===== src/rtl/dacf_pkg.sv =====
// Package: shared types for the DAC sample feeder.
// Assumes nothing beyond IEEE 1800-2017 synthesizable types.
package dacf_pkg;
    // Pacing source currently in effect.
    typedef enum logic {
        SRC_TICK = 1'b0,
        SRC_PIN  = 1'b1
    } pace_src_e;
endpackage


===== src/rtl/dacf_queue.sv =====
// Module: dacf_queue
// A circular word queue of DEPTH entries. Push and pop arrive already
// qualified: the caller never pushes when full and never pops when empty.
// A flush empties it in one cycle. head always shows the oldest entry.
module dacf_queue #(
    parameter int DATA_W = 12,
    parameter int DEPTH  = 4,
    localparam int PTR_W = (DEPTH > 1) ? $clog2(DEPTH) : 1,
    localparam int CNT_W = $clog2(DEPTH + 1)
) (
    input  logic              clk,
    input  logic              rst_n,
    input  logic              flush,
    input  logic              push,
    input  logic [DATA_W-1:0] push_data,
    input  logic              pop,
    output logic [DATA_W-1:0] head,
    output logic [CNT_W-1:0]  count
);
    localparam logic [PTR_W-1:0] LAST = PTR_W'(DEPTH - 1);

    logic [DATA_W-1:0] slots [DEPTH];
    logic [PTR_W-1:0]  wp, rp;

    // Store the pushed word at the write pointer.
    always_ff @(posedge clk) begin
        if (push) slots[wp] <= push_data;
    end

    // Advance the pointers and the occupancy count.
    always_ff @(posedge clk) begin
        if (!rst_n || flush) begin
            wp    <= '0;
            rp    <= '0;
            count <= '0;
        end else begin
            if (push) wp <= (wp == LAST) ? '0 : wp + 1'b1;
            if (pop)  rp <= (rp == LAST) ? '0 : rp + 1'b1;
            case ({push, pop})
                2'b10:   count <= count + 1'b1;
                2'b01:   count <= count - 1'b1;
                default: count <= count;
            endcase
        end
    end

    // Show the oldest word.
    assign head = slots[rp];
endmodule


===== src/rtl/dacf_tick_gen.sv =====
// Module: dacf_tick_gen
// Makes a one-cycle tick every 2*(div+1) cycles while run is high. The
// counter is held at zero while run is low, and it restarts in the cycle
// after div takes a new value. No tick is issued during that cycle.
module dacf_tick_gen #(
    parameter int DIV_W = 8
) (
    input  logic             clk,
    input  logic             rst_n,
    input  logic             run,
    input  logic [DIV_W-1:0] div,
    output logic             tick
);
    logic [DIV_W:0]   cnt;
    logic [DIV_W-1:0] div_q;
    logic [DIV_W:0]   limit;
    logic             reload;

    // The terminal count 2*div+1 is the divider with a low 1 appended.
    assign limit  = {div, 1'b1};
    assign reload = !run || (div != div_q);

    // Track the divider and run the period counter.
    always_ff @(posedge clk) begin
        if (!rst_n) begin
            cnt   <= '0;
            div_q <= '0;
        end else begin
            div_q <= div;
            if (reload || cnt == limit) cnt <= '0;
            else                        cnt <= cnt + 1'b1;
        end
    end

    // Fire in the last cycle of each period.
    assign tick = !reload && (cnt == limit);
endmodule


===== src/rtl/dacf_pin_edge.sv =====
// Module: dacf_pin_edge
// Passes each asynchronous trigger pin through two synchronizing flops.
// A third flop turns each low-to-high change into exactly one
// single-cycle pulse.
module dacf_pin_edge #(
    parameter int NUM_EXT = 2
) (
    input  logic               clk,
    input  logic               rst_n,
    input  logic [NUM_EXT-1:0] pins,
    output logic [NUM_EXT-1:0] rise
);
    for (genvar g = 0; g < NUM_EXT; g++) begin : g_pin
        logic [2:0] sh;

        // Synchronize the pin and keep one extra stage for the edge compare.
        always_ff @(posedge clk) begin
            if (!rst_n) sh <= '0;
            else        sh <= {sh[1:0], pins[g]};
        end

        // Pulse when the synchronized level goes from low to high.
        assign rise[g] = sh[1] & ~sh[2];
    end
endmodule


===== src/rtl/dac_feeder.sv =====
// Module: dac_feeder (top)
// Queues conversion words and releases one per accepted trigger. A trigger
// is accepted only while enabled and with data queued. The trigger is an
// internal divided tick or a synchronized pin edge.
// Assumes a single system clock, and NUM_EXT of 2 or more.
module dac_feeder #(
    parameter int DATA_W  = 12,
    parameter int DEPTH   = 4,
    parameter int DIV_W   = 8,
    parameter int NUM_EXT = 2,
    localparam int SEL_W  = $clog2(NUM_EXT),
    localparam int CNT_W  = $clog2(DEPTH + 1)
) (
    input  logic               clk,
    input  logic               rst_n,
    input  logic               cfg_en,
    input  logic               cfg_ext_en,
    input  logic [SEL_W-1:0]   cfg_ext_sel,
    input  logic [DIV_W-1:0]   cfg_div,
    input  logic               wr_valid,
    input  logic [DATA_W-1:0]  wr_data,
    output logic               wr_ready,
    output logic [CNT_W-1:0]   fill_count,
    output logic               overrun,
    input  logic [NUM_EXT-1:0] ext_trig,
    output logic               conv_start,
    output logic [DATA_W-1:0]  conv_data
);
    import dacf_pkg::*;

    pace_src_e          src;
    logic               tick, pin_pulse, trig, push, pop, full;
    logic [NUM_EXT-1:0] rise;
    logic [DATA_W-1:0]  head;

    // Pick the pacing source; a clear external bit means internal ticks.
    assign src = cfg_ext_en ? SRC_PIN : SRC_TICK;

    dacf_tick_gen #(.DIV_W(DIV_W)) tick_i (
        .clk(clk), .rst_n(rst_n), .run(cfg_en && src == SRC_TICK),
        .div(cfg_div), .tick(tick)
    );

    dacf_pin_edge #(.NUM_EXT(NUM_EXT)) edge_i (
        .clk(clk), .rst_n(rst_n), .pins(ext_trig), .rise(rise)
    );

    // Select the pin pulse and merge it with the tick into one trigger.
    assign pin_pulse = rise[cfg_ext_sel];
    assign trig      = (src == SRC_PIN) ? pin_pulse : tick;

    // Qualify writes and releases against enable and occupancy.
    assign full     = (fill_count == CNT_W'(DEPTH));
    assign wr_ready = cfg_en && !full;
    assign push     = wr_valid && wr_ready;
    assign pop      = cfg_en && trig && (fill_count != '0);

    dacf_queue #(.DATA_W(DATA_W), .DEPTH(DEPTH)) queue_i (
        .clk(clk), .rst_n(rst_n), .flush(!cfg_en), .push(push),
        .push_data(wr_data), .pop(pop), .head(head), .count(fill_count)
    );

    // Register the start pulse and hold the converted word.
    always_ff @(posedge clk) begin
        if (!rst_n) begin
            conv_start <= 1'b0;
            conv_data  <= '0;
        end else begin
            conv_start <= pop;
            if (pop) conv_data <= head;
        end
    end

    // Latch a write into a full queue until reset.
    always_ff @(posedge clk) begin
        if (!rst_n)                        overrun <= 1'b0;
        else if (cfg_en && wr_valid && full) overrun <= 1'b1;
    end
endmodule


===== config.mk =====
export PLATFORM = sky130hd
export DESIGN_NAME = dac_feeder
export DESIGN_NICKNAME = d
export VERILOG_FILES = /design/src/rtl/dacf_pkg.sv /design/src/rtl/dacf_queue.sv /design/src/rtl/dacf_tick_gen.sv /design/src/rtl/dacf_pin_edge.sv /design/src/rtl/dac_feeder.sv
export SDC_FILE = /design/constraint.sdc
export NUM_CORES = 1
export LEC_CHECK = 0
export ABC_AREA = 1
export CAP_MARGIN = 20
export CORE_MARGIN = 4
export CORE_UTILIZATION = 45
export DETAILED_ROUTE_END_ITERATION = 10
export PLACE_DENSITY = 0.79
export SLEW_MARGIN = 20
export SYNTH_ARGS = -nofsm -noshare
export SYNTH_HDL_FRONTEND = slang
export SYNTH_SLANG_ARGS = --single-unit

===== constraint.sdc =====
create_clock -name clk -period 2.7 [get_ports clk]
set_input_delay 0.54 -clock clk [delete_from_list [all_inputs] [get_ports clk]]
set_output_delay 0.54 -clock clk [all_outputs]
set_load 0.05 [all_outputs]

[Yosys cells after proc, flatten, opt, wreduce, memory -nomap -nowiden]
Memory sizes are Yosys's and may differ from the RTL's. A register that Yosys moved wholly into a read port is not among the register bits.
Cells that the tools add are included.
Storage, ports and cells
  word-level logic and storage cells: 58
  output and inout bits: 18
  register bits: 32
  memories: 1
  input bits: 28
  RAM bits: 48
Memories
  queue_i.slots: depth 4, width 12, read ports 1, clocked after memory_dff 1, wr ports 1, line dacf_queue.sv:22  | logic [DATA_W-1:0] slots [DEPTH];
Cells by class
  magnitude comparators: 1
  $add $sub $neg: 5
  muxes and demuxes: 9
  equal/unequal tests: 7
  bitwise gates (word level): 6
  reduce and logical (&&, ||, !) cells: 20
Operators with widths (count)
  $add A9 B1 Y9 const B: 1
  $eq A9 B9 Y1: 1
  $logic_and A1 B1 Y1: 8
  $ne A8 B8 Y1: 1
  $eq A2 B2 Y1 const B: 3
  $logic_not A1 Y1: 6
  $mux W1: 6
  $pmux W3 S2: 1
  $add A2 B1 Y2 const B: 2
  $mux W2: 2
  $not A1 Y1: 4
  $add A3 B1 Y3 const B: 1
  $eq A3 B3 Y1 const B: 1
  $logic_or A1 B1 Y1: 3
  $reduce_bool A3 Y1: 1
  $sub A3 B1 Y3 const B: 1
  $and A1 B1 Y1: 2
  $eq A2 B1 Y1 const B: 1
  $lt A1 B2 Y1 const B: 1
  $reduce_bool A2 Y1: 1
  $reduce_or A2 Y1: 1

[Depth between registers and ports, before layout]
  depth in word-level cells: 12
  depth in mapped cells: 17
  gate-level depth less buffers: 17

[Cells and area by module]
Synthesis repeated with hierarchy kept, for this count alone.
Second synthesis, totals
  cell total of the unflattened synthesis: 436
  area total of the unflattened synthesis: 3976.3 um^2
By module, submodules not included
  dacf_queue: cells an instance 175, sequential area each 1621.6 um^2, area an instance 2238.4 um^2, instances 1
  dacf_tick_gen: cells an instance 137, sequential area each 340.3 um^2, area an instance 884.6 um^2, instances 1
  dac_feeder: cells an instance 102, sequential area each 280.3 um^2, area an instance 673.1 um^2, instances 1
  dacf_pin_edge: cells an instance 22, sequential area each 120.1 um^2, area an instance 180.2 um^2, instances 1

[Worst setup path before layout]
OpenSTA, ideal clock, no wires.
  kind: reg2reg
  from: reg queue_i.count[0]
  to: reg queue_i.count[1]
  path buffers: 0
  required time: 2.635 ns
  arrival: 2.817 ns
  library setup time: 0.065 ns
  clock period less this slack: 2.882 ns
  stages on the path, launching flop included: 10
  slack: -0.182 ns
  path through: dfxtp_1 nor3_1 nor2_1 nand2_1 ha_1 inv_1 fa_1 nor2_1 a21oi_1 nor2_1
Between the ends
  word-level cells in the longest chain between the ends: 6
  elaborated cells on any way between the ends: 12
  those cells by class: add/sub (2); eq/ne (3); mux (1); reduce/logical (6)
Ends and longest elaborated chain
  start: declaration: line dacf_queue.sv:18  | output logic [CNT_W-1:0] count
  start signal: assignment: line dacf_queue.sv:40  | 2'b10: count <= count + 1'b1;
  start signal: assignment: line dacf_queue.sv:41  | 2'b01: count <= count - 1'b1;
  start signal: assignment: line dacf_queue.sv:42  | default: count <= count;
  $eq A3 B3 Y1 *: line dac_feeder.sv:53  | assign full = (fill_count == CNT_W'(DEPTH));
  $logic_not A1 Y1 *: line dac_feeder.sv:54  | assign wr_ready = cfg_en && !full;
  $logic_and A1 B1 Y1 *: line dac_feeder.sv:54
  named net wr_ready: line dac_feeder.sv:22  | output logic wr_ready,
  $logic_and A1 B1 Y1 *: line dac_feeder.sv:55  | assign push = wr_valid && wr_ready;
  $eq A2 B1 Y1 or $eq A2 B2 Y1 (tied branches): line dacf_queue.sv:39  | case ({push, pop})
  $pmux W3 S2 or $reduce_bool A2 Y1 (tied branches)
Mark *: on every way through the listed nets, which the timed path passes. The rest lies on a longest branch.
A chain may end at the register's enable or synchronous reset.

[Worst setup path after layout]
  from: in cfg_div[1]
  to: reg queue_i.count[2]
Between the ends
  word-level cells in the longest chain between the ends: 9
  elaborated cells on any way between the ends: 12
  those cells by class: eq/ne (4); mux (2); reduce/logical (6)
Ends and longest elaborated chain
  start: declaration: line dac_feeder.sv:19  | input logic [DIV_W-1:0] cfg_div,
  $ne A8 B8 Y1: line dacf_tick_gen.sv:21  | assign reload = !run || (div != div_q);
  $logic_or A1 B1 Y1: line dacf_tick_gen.sv:21
  $logic_not A1 Y1: line dacf_tick_gen.sv:36  | assign tick = !reload && (cnt == limit);
  $logic_and A1 B1 Y1 *: line dacf_tick_gen.sv:36
  $mux W1 *: line dac_feeder.sv:50  | assign trig = (src == SRC_PIN) ? pin_pulse : tick;
  $logic_and A1 B1 Y1 * (2 in series): line dac_feeder.sv:56  | assign pop = cfg_en && trig && (fill_count != '0);
  named net pop: line dac_feeder.sv:32  | logic tick, pin_pulse, trig, push, pop, full;
  $eq A2 B1 Y1 or $eq A2 B2 Y1 (tied branches): line dacf_queue.sv:39
  $pmux W3 S2 or $reduce_bool A2 Y1 (tied branches)
Marked as above.

==> out/metrics.json <==
{
  "critical_path": {
    "cp-start-kind": "primary input",
    "timing.critical_path.to_type": "flop",
    "rr_endpoint": "queue_i.count[2]$_SDFFE_PP0P_",
    "critical_path_peak_fanout": 4,
    "worst-setup-path-type": "in2reg",
    "start_of_the_worst_register_to_register_path": "tick_i.cnt[6]$_SDFF_PP0_",
    "worst_ep_required_time_ns": 2.99,
    "timing.reg2reg.setup_slack_ns": 0.49,
    "timing.critical_path.arrival_ns": 2.79,
    "max_stage_delay_ns": 0.50,
    "critical_path.cell_chain": "clkdlybuf4s50_1 > inv_2 > nand2_1 > nand2_1 > nor2_1 > nand3_1 > nor2_2 > nand2_2 > nand2_4 > nand2_2 > inv_1 > ha_1 > inv_1 > fa_1 > a21oi_1 > o21a_1 > o21ai_0 > a21oi_1",
    "worst_r2r_path_cells": 17,
    "worst_path_max_delay_cell": "sky130_fd_sc_hd__clkdlybuf4s50_1"
  },
  "synthesis": {
    "yosys-top-cells-area": "sky130_fd_sc_hd__edfxtp_1, sky130_fd_sc_hd__dfxtp_1, sky130_fd_sc_hd__nor2_1",
    "post_synth_instance_area_um2": 3860,
    "synth.net_count": 438,
    "part_of_the_yosys_area_used_for_sequential_elements_pct": 60.2,
    "synth.lib_cells_used.distinct": 32,
    "post_synth.cell_area_avg_um2": 9.59,
    "synthesis.yosys.warnings": 0,
    "cell_taking_the_most_area_after_synthesis": "sky130_fd_sc_hd__edfxtp_1",
    "number_of_instances_in_the_synthesized_netlist": 402,
    "ys_ff_latch": 92,
    "synth_top_cell_area_share_pct": 37.4
  },
  "timing": {
    "worst_slew_margin_pct": 54.3,
    "timing.clock.skew_ns": 0.0100,
    "final.period_utilization_pct": 92.5,
    "finalCriticalPeriod_ns": 2.50,
    "report.final.slew_viol_count": 0,
    "max_freq_ghz": 0.400,
    "unrepaired_setup_endpoints_after_global_routing": "false",
    "setup_violations": 0,
    "final-hold-violation-count": 0,
    "worst_pin_slew_ns": 0.685
  },
  "finish": {
    "num-nets-final": 495,
    "num_antenna_cells": 0,
    "drive_above_1_share_pct": 11.0,
    "fillCellCount": 696,
    "final_core_utilization_pct": 57.1,
    "multiInputGateArea_um2": 1280,
    "seq_area_um2": 2320,
    "postLayoutCellArea_um2": 4720,
    "layout-area-overhead-vs-synth_pct": 22.3
  },
  "clock_network": {
    "clk_pin_slew_ns": 0.09,
    "cts_made_buffers": 9,
    "number_of_buffers_on_the_longest_clock_path": 2,
    "tritoncts_num_sinks": 92,
    "postCtsSetupRepairBufs": 0,
    "clockRootBuffer": "sky130_fd_sc_hd__clkbuf_8",
    "worstSkewPairLatency_ns": 0.35,
    "cts_tree": "built",
    "cts.htree.levels": 3
  },
  "detailed_routing": {
    "drtAntennaViolNets": 0,
    "routedWlPerCell_um": 13.0,
    "drc_marker_count_from_the_first_detailed_route_iteration": 121,
    "vias_per_cell": 4.97,
    "post-route-drc-count": 0,
    "drt_pass1_iterations": 5,
    "route.final.wire_length_mm": 7.40,
    "via_count": 2828
  },
  "hold_path": {
    "whs_endpoint": "edge_i.g_pin[0].sh[1]$_SDFF_PN0_",
    "hold_path.class": "reg2reg",
    "hp-start": "edge_i.g_pin[0].sh[0]$_SDFF_PN0_",
    "min_delay_path_depth": 2
  },
  "placed_design": {
    "gp_congestion": 0.832,
    "hpwl_mm": 5.18,
    "port-buffer-count": 45,
    "placedInstanceArea_um2": 4490
  },
  "floorplanning": {
    "floorplan.die.height_um": 101,
    "i_o_pin_total": 46,
    "core_um2": 8260,
    "floorplan.initialDensity_pct": 46.7,
    "die_x_um": 101,
    "die_area_um2": 10100,
    "number_of_placement_rows": 33
  },
  "pwr": {
    "netSwitchingFraction_pct": 23.4,
    "intPower_uw": 2030,
    "power.total_uw": 2650,
    "pwr-share-comb_pct": 6.9,
    "power_share_of_the_sequential_group_pct": 56.8,
    "power_density_nw_per_um2": 562,
    "power.net_switching_uw": 621,
    "lkg_pwr_uw": 0.00191,
    "p_clk_share_pct": 36.3,
    "vdd.ir_drop.worst_mv": 0.240
  },
  "global_route": {
    "first_pass_grt_wire_length_mm": 12.3,
    "number_of_antenna_violations_at_the_first_check_in_global_routing": 0,
    "grt.overflow.total": 0,
    "grtUsageTotal_pct": 15.4,
    "use_met3_pct": 4.50,
    "grt_max_degree": 28,
    "busiest_layer": "met2",
    "met1_usage_pct": 17.7,
    "grt_pass1_vias": 2768,
    "grt_util_met2_pct": 26.9
  },
  "flow_run": {
    "max-cap-violations": 0
  },
  "status": {
    "status": "finished, final reports clean"
  }
}
==> registers in the layout (all words and copies together) (netlist names) <==
register	cells
edge_i.g_pin.sh	6
queue_i.rp	2
overrun	1
tick_i.cnt	9
conv_start	1
conv_data	12
queue_i.wp	2
tick_i.div_q	8
queue_i.slots	48
queue_i.count	3
==> routing by layer <==
layer / routed length, µm / part of all wire (%)
met5: 0 / 0
met2: 3730 / 50
met4: 146 / 2.0
met3: 372 / 5.0
met1: 3150 / 43
==> worst max path at each step <==
stage,from,end,cells past startpoint
CTS,cfg_div[5],queue_i.count[2]$_SDFFE_PP0P_,18
detailed placement,cfg_div[5],queue_i.count[2]$_SDFFE_PP0P_,18
finish,cfg_div[1],queue_i.count[2]$_SDFFE_PP0P_,18
global placement,cfg_div[0],queue_i.count[2]$_SDFFE_PP0P_,18
floorplan,queue_i.count[0]$_SDFFE_PP0P_,queue_i.count[1]$_SDFFE_PP0P_,9
global route,cfg_div[6],queue_i.count[2]$_SDFFE_PP0P_,15
==> cell type report <==
cell class                      count  area share, %
Clock buffer                        9           2.63
Clock inverter                      7           1.86
Inverter                           50           3.98
Tap cell                          105           2.79
Timing Repair Buffer               59           12.3
Multi-Input combinational cell    247           27.2
Sequential cell                    92           49.2
==> repair_timing <==
action / CTS / global route
setup endpoints to repair: 0 / 1
gates resized for setup: 0 / 7
hold buffers: 0 / 0
==> stage by stage <==
stage	worst slack (ns)	hold WS [ns]	setup TNS, ns	instances
6_report	0.202	0.421	0	569
2_1_floorplan	0.122	0.390	0	402
5_1_grt	0.00118	0.455	0	569
3_3_place_gp	-0.168	0.396	-0.253	553
3_5_place_dp	-0.239	0.401	-0.352	553
4_1_cts	0.141	0.426	0	569
==> cell usage after synthesis <==
library cell               instances
sky130_fd_sc_hd__nand2_1          64
sky130_fd_sc_hd__o21ai_0          27
sky130_fd_sc_hd__fa_1              1
sky130_fd_sc_hd__nor2_4            1
sky130_fd_sc_hd__nor3_1            2
sky130_fd_sc_hd__buf_6             2
sky130_fd_sc_hd__o21ai_1           1
sky130_fd_sc_hd__nand2_4           1
sky130_fd_sc_hd__nor2_1           68
sky130_fd_sc_hd__nand3_1           8
sky130_fd_sc_hd__o22ai_1          12
sky130_fd_sc_hd__a32o_1            1
sky130_fd_sc_hd__o211ai_1          1
sky130_fd_sc_hd__nand2_2           2
sky130_fd_sc_hd__a211oi_1          1
sky130_fd_sc_hd__o21a_1            2
sky130_fd_sc_hd__nor3b_1           1
sky130_fd_sc_hd__nand3_2           1
sky130_fd_sc_hd__nor2_2            3
sky130_fd_sc_hd__xnor2_1           5
sky130_fd_sc_hd__nand3b_1         14
sky130_fd_sc_hd__a21oi_1          16
sky130_fd_sc_hd__inv_1            43
sky130_fd_sc_hd__inv_2             7
sky130_fd_sc_hd__dfxtp_1          44
sky130_fd_sc_hd__xor2_1            5
sky130_fd_sc_hd__a21oi_2           3
sky130_fd_sc_hd__buf_1             3
sky130_fd_sc_hd__clkbuf_1          5
sky130_fd_sc_hd__ha_1              7
sky130_fd_sc_hd__buf_2             3
sky130_fd_sc_hd__edfxtp_1         48
==> cells in the final DEF (no fill, tap or decap), drive strengths merged <==
| cell type | synthesis | layout |
|---|---|---|
| o21ai | 28 | 28 |
| nand2 | 67 | 67 |
| o22ai | 12 | 12 |
| dlymetal6s2s | 0 | 6 |
| edfxtp | 48 | 48 |
| nand3 | 9 | 9 |
| a32o | 1 | 1 |
| fa | 1 | 1 |
| a211oi | 1 | 1 |
| xnor2 | 5 | 5 |
| a21oi | 19 | 19 |
| inv | 50 | 55 |
| o21a | 2 | 2 |
| nor3 | 2 | 2 |
| nor2 | 72 | 72 |
| ha | 7 | 7 |
| bufinv | 0 | 1 |
| xor2 | 5 | 5 |
| clkdlybuf4s50 | 0 | 38 |
| buf | 8 | 15 |
| clkinv | 0 | 1 |
| nand3b | 14 | 14 |
| nor3b | 1 | 1 |
| clkbuf | 5 | 9 |
| o211ai | 1 | 1 |
| dfxtp | 44 | 44 |
==> power groups by stage <==
stage	clock network [µW]	logic [µW]	registers (µW)
detailed placement	0	186	1540
floorplan	0	87.0	1550
global route	1040	204	1510
global placement	0	181	1540
finish	961	184	1510
CTS	988	186	1510
==> logic make-up after synthesis <==
kind of cell / count (synthesis) / share of synthesized area, %
compound gates: 64 / 9.38
xor+xnor: 10 / 2.27
fa+ha+maj: 8 / 2.79
buf+inv: 63 / 6.62
flops: 92 / 60.2
simple gates: 165 / 18.7
==> critical path, delay by kind of cell <==
kind | cells | cell delay [ns]
buf+inv | 4 | 0.67
simple gates | 8 | 0.60
fa+ha+maj | 2 | 0.51
compound gates | 4 | 0.47
No activity file was read; power rests on OpenSTA's default activity.
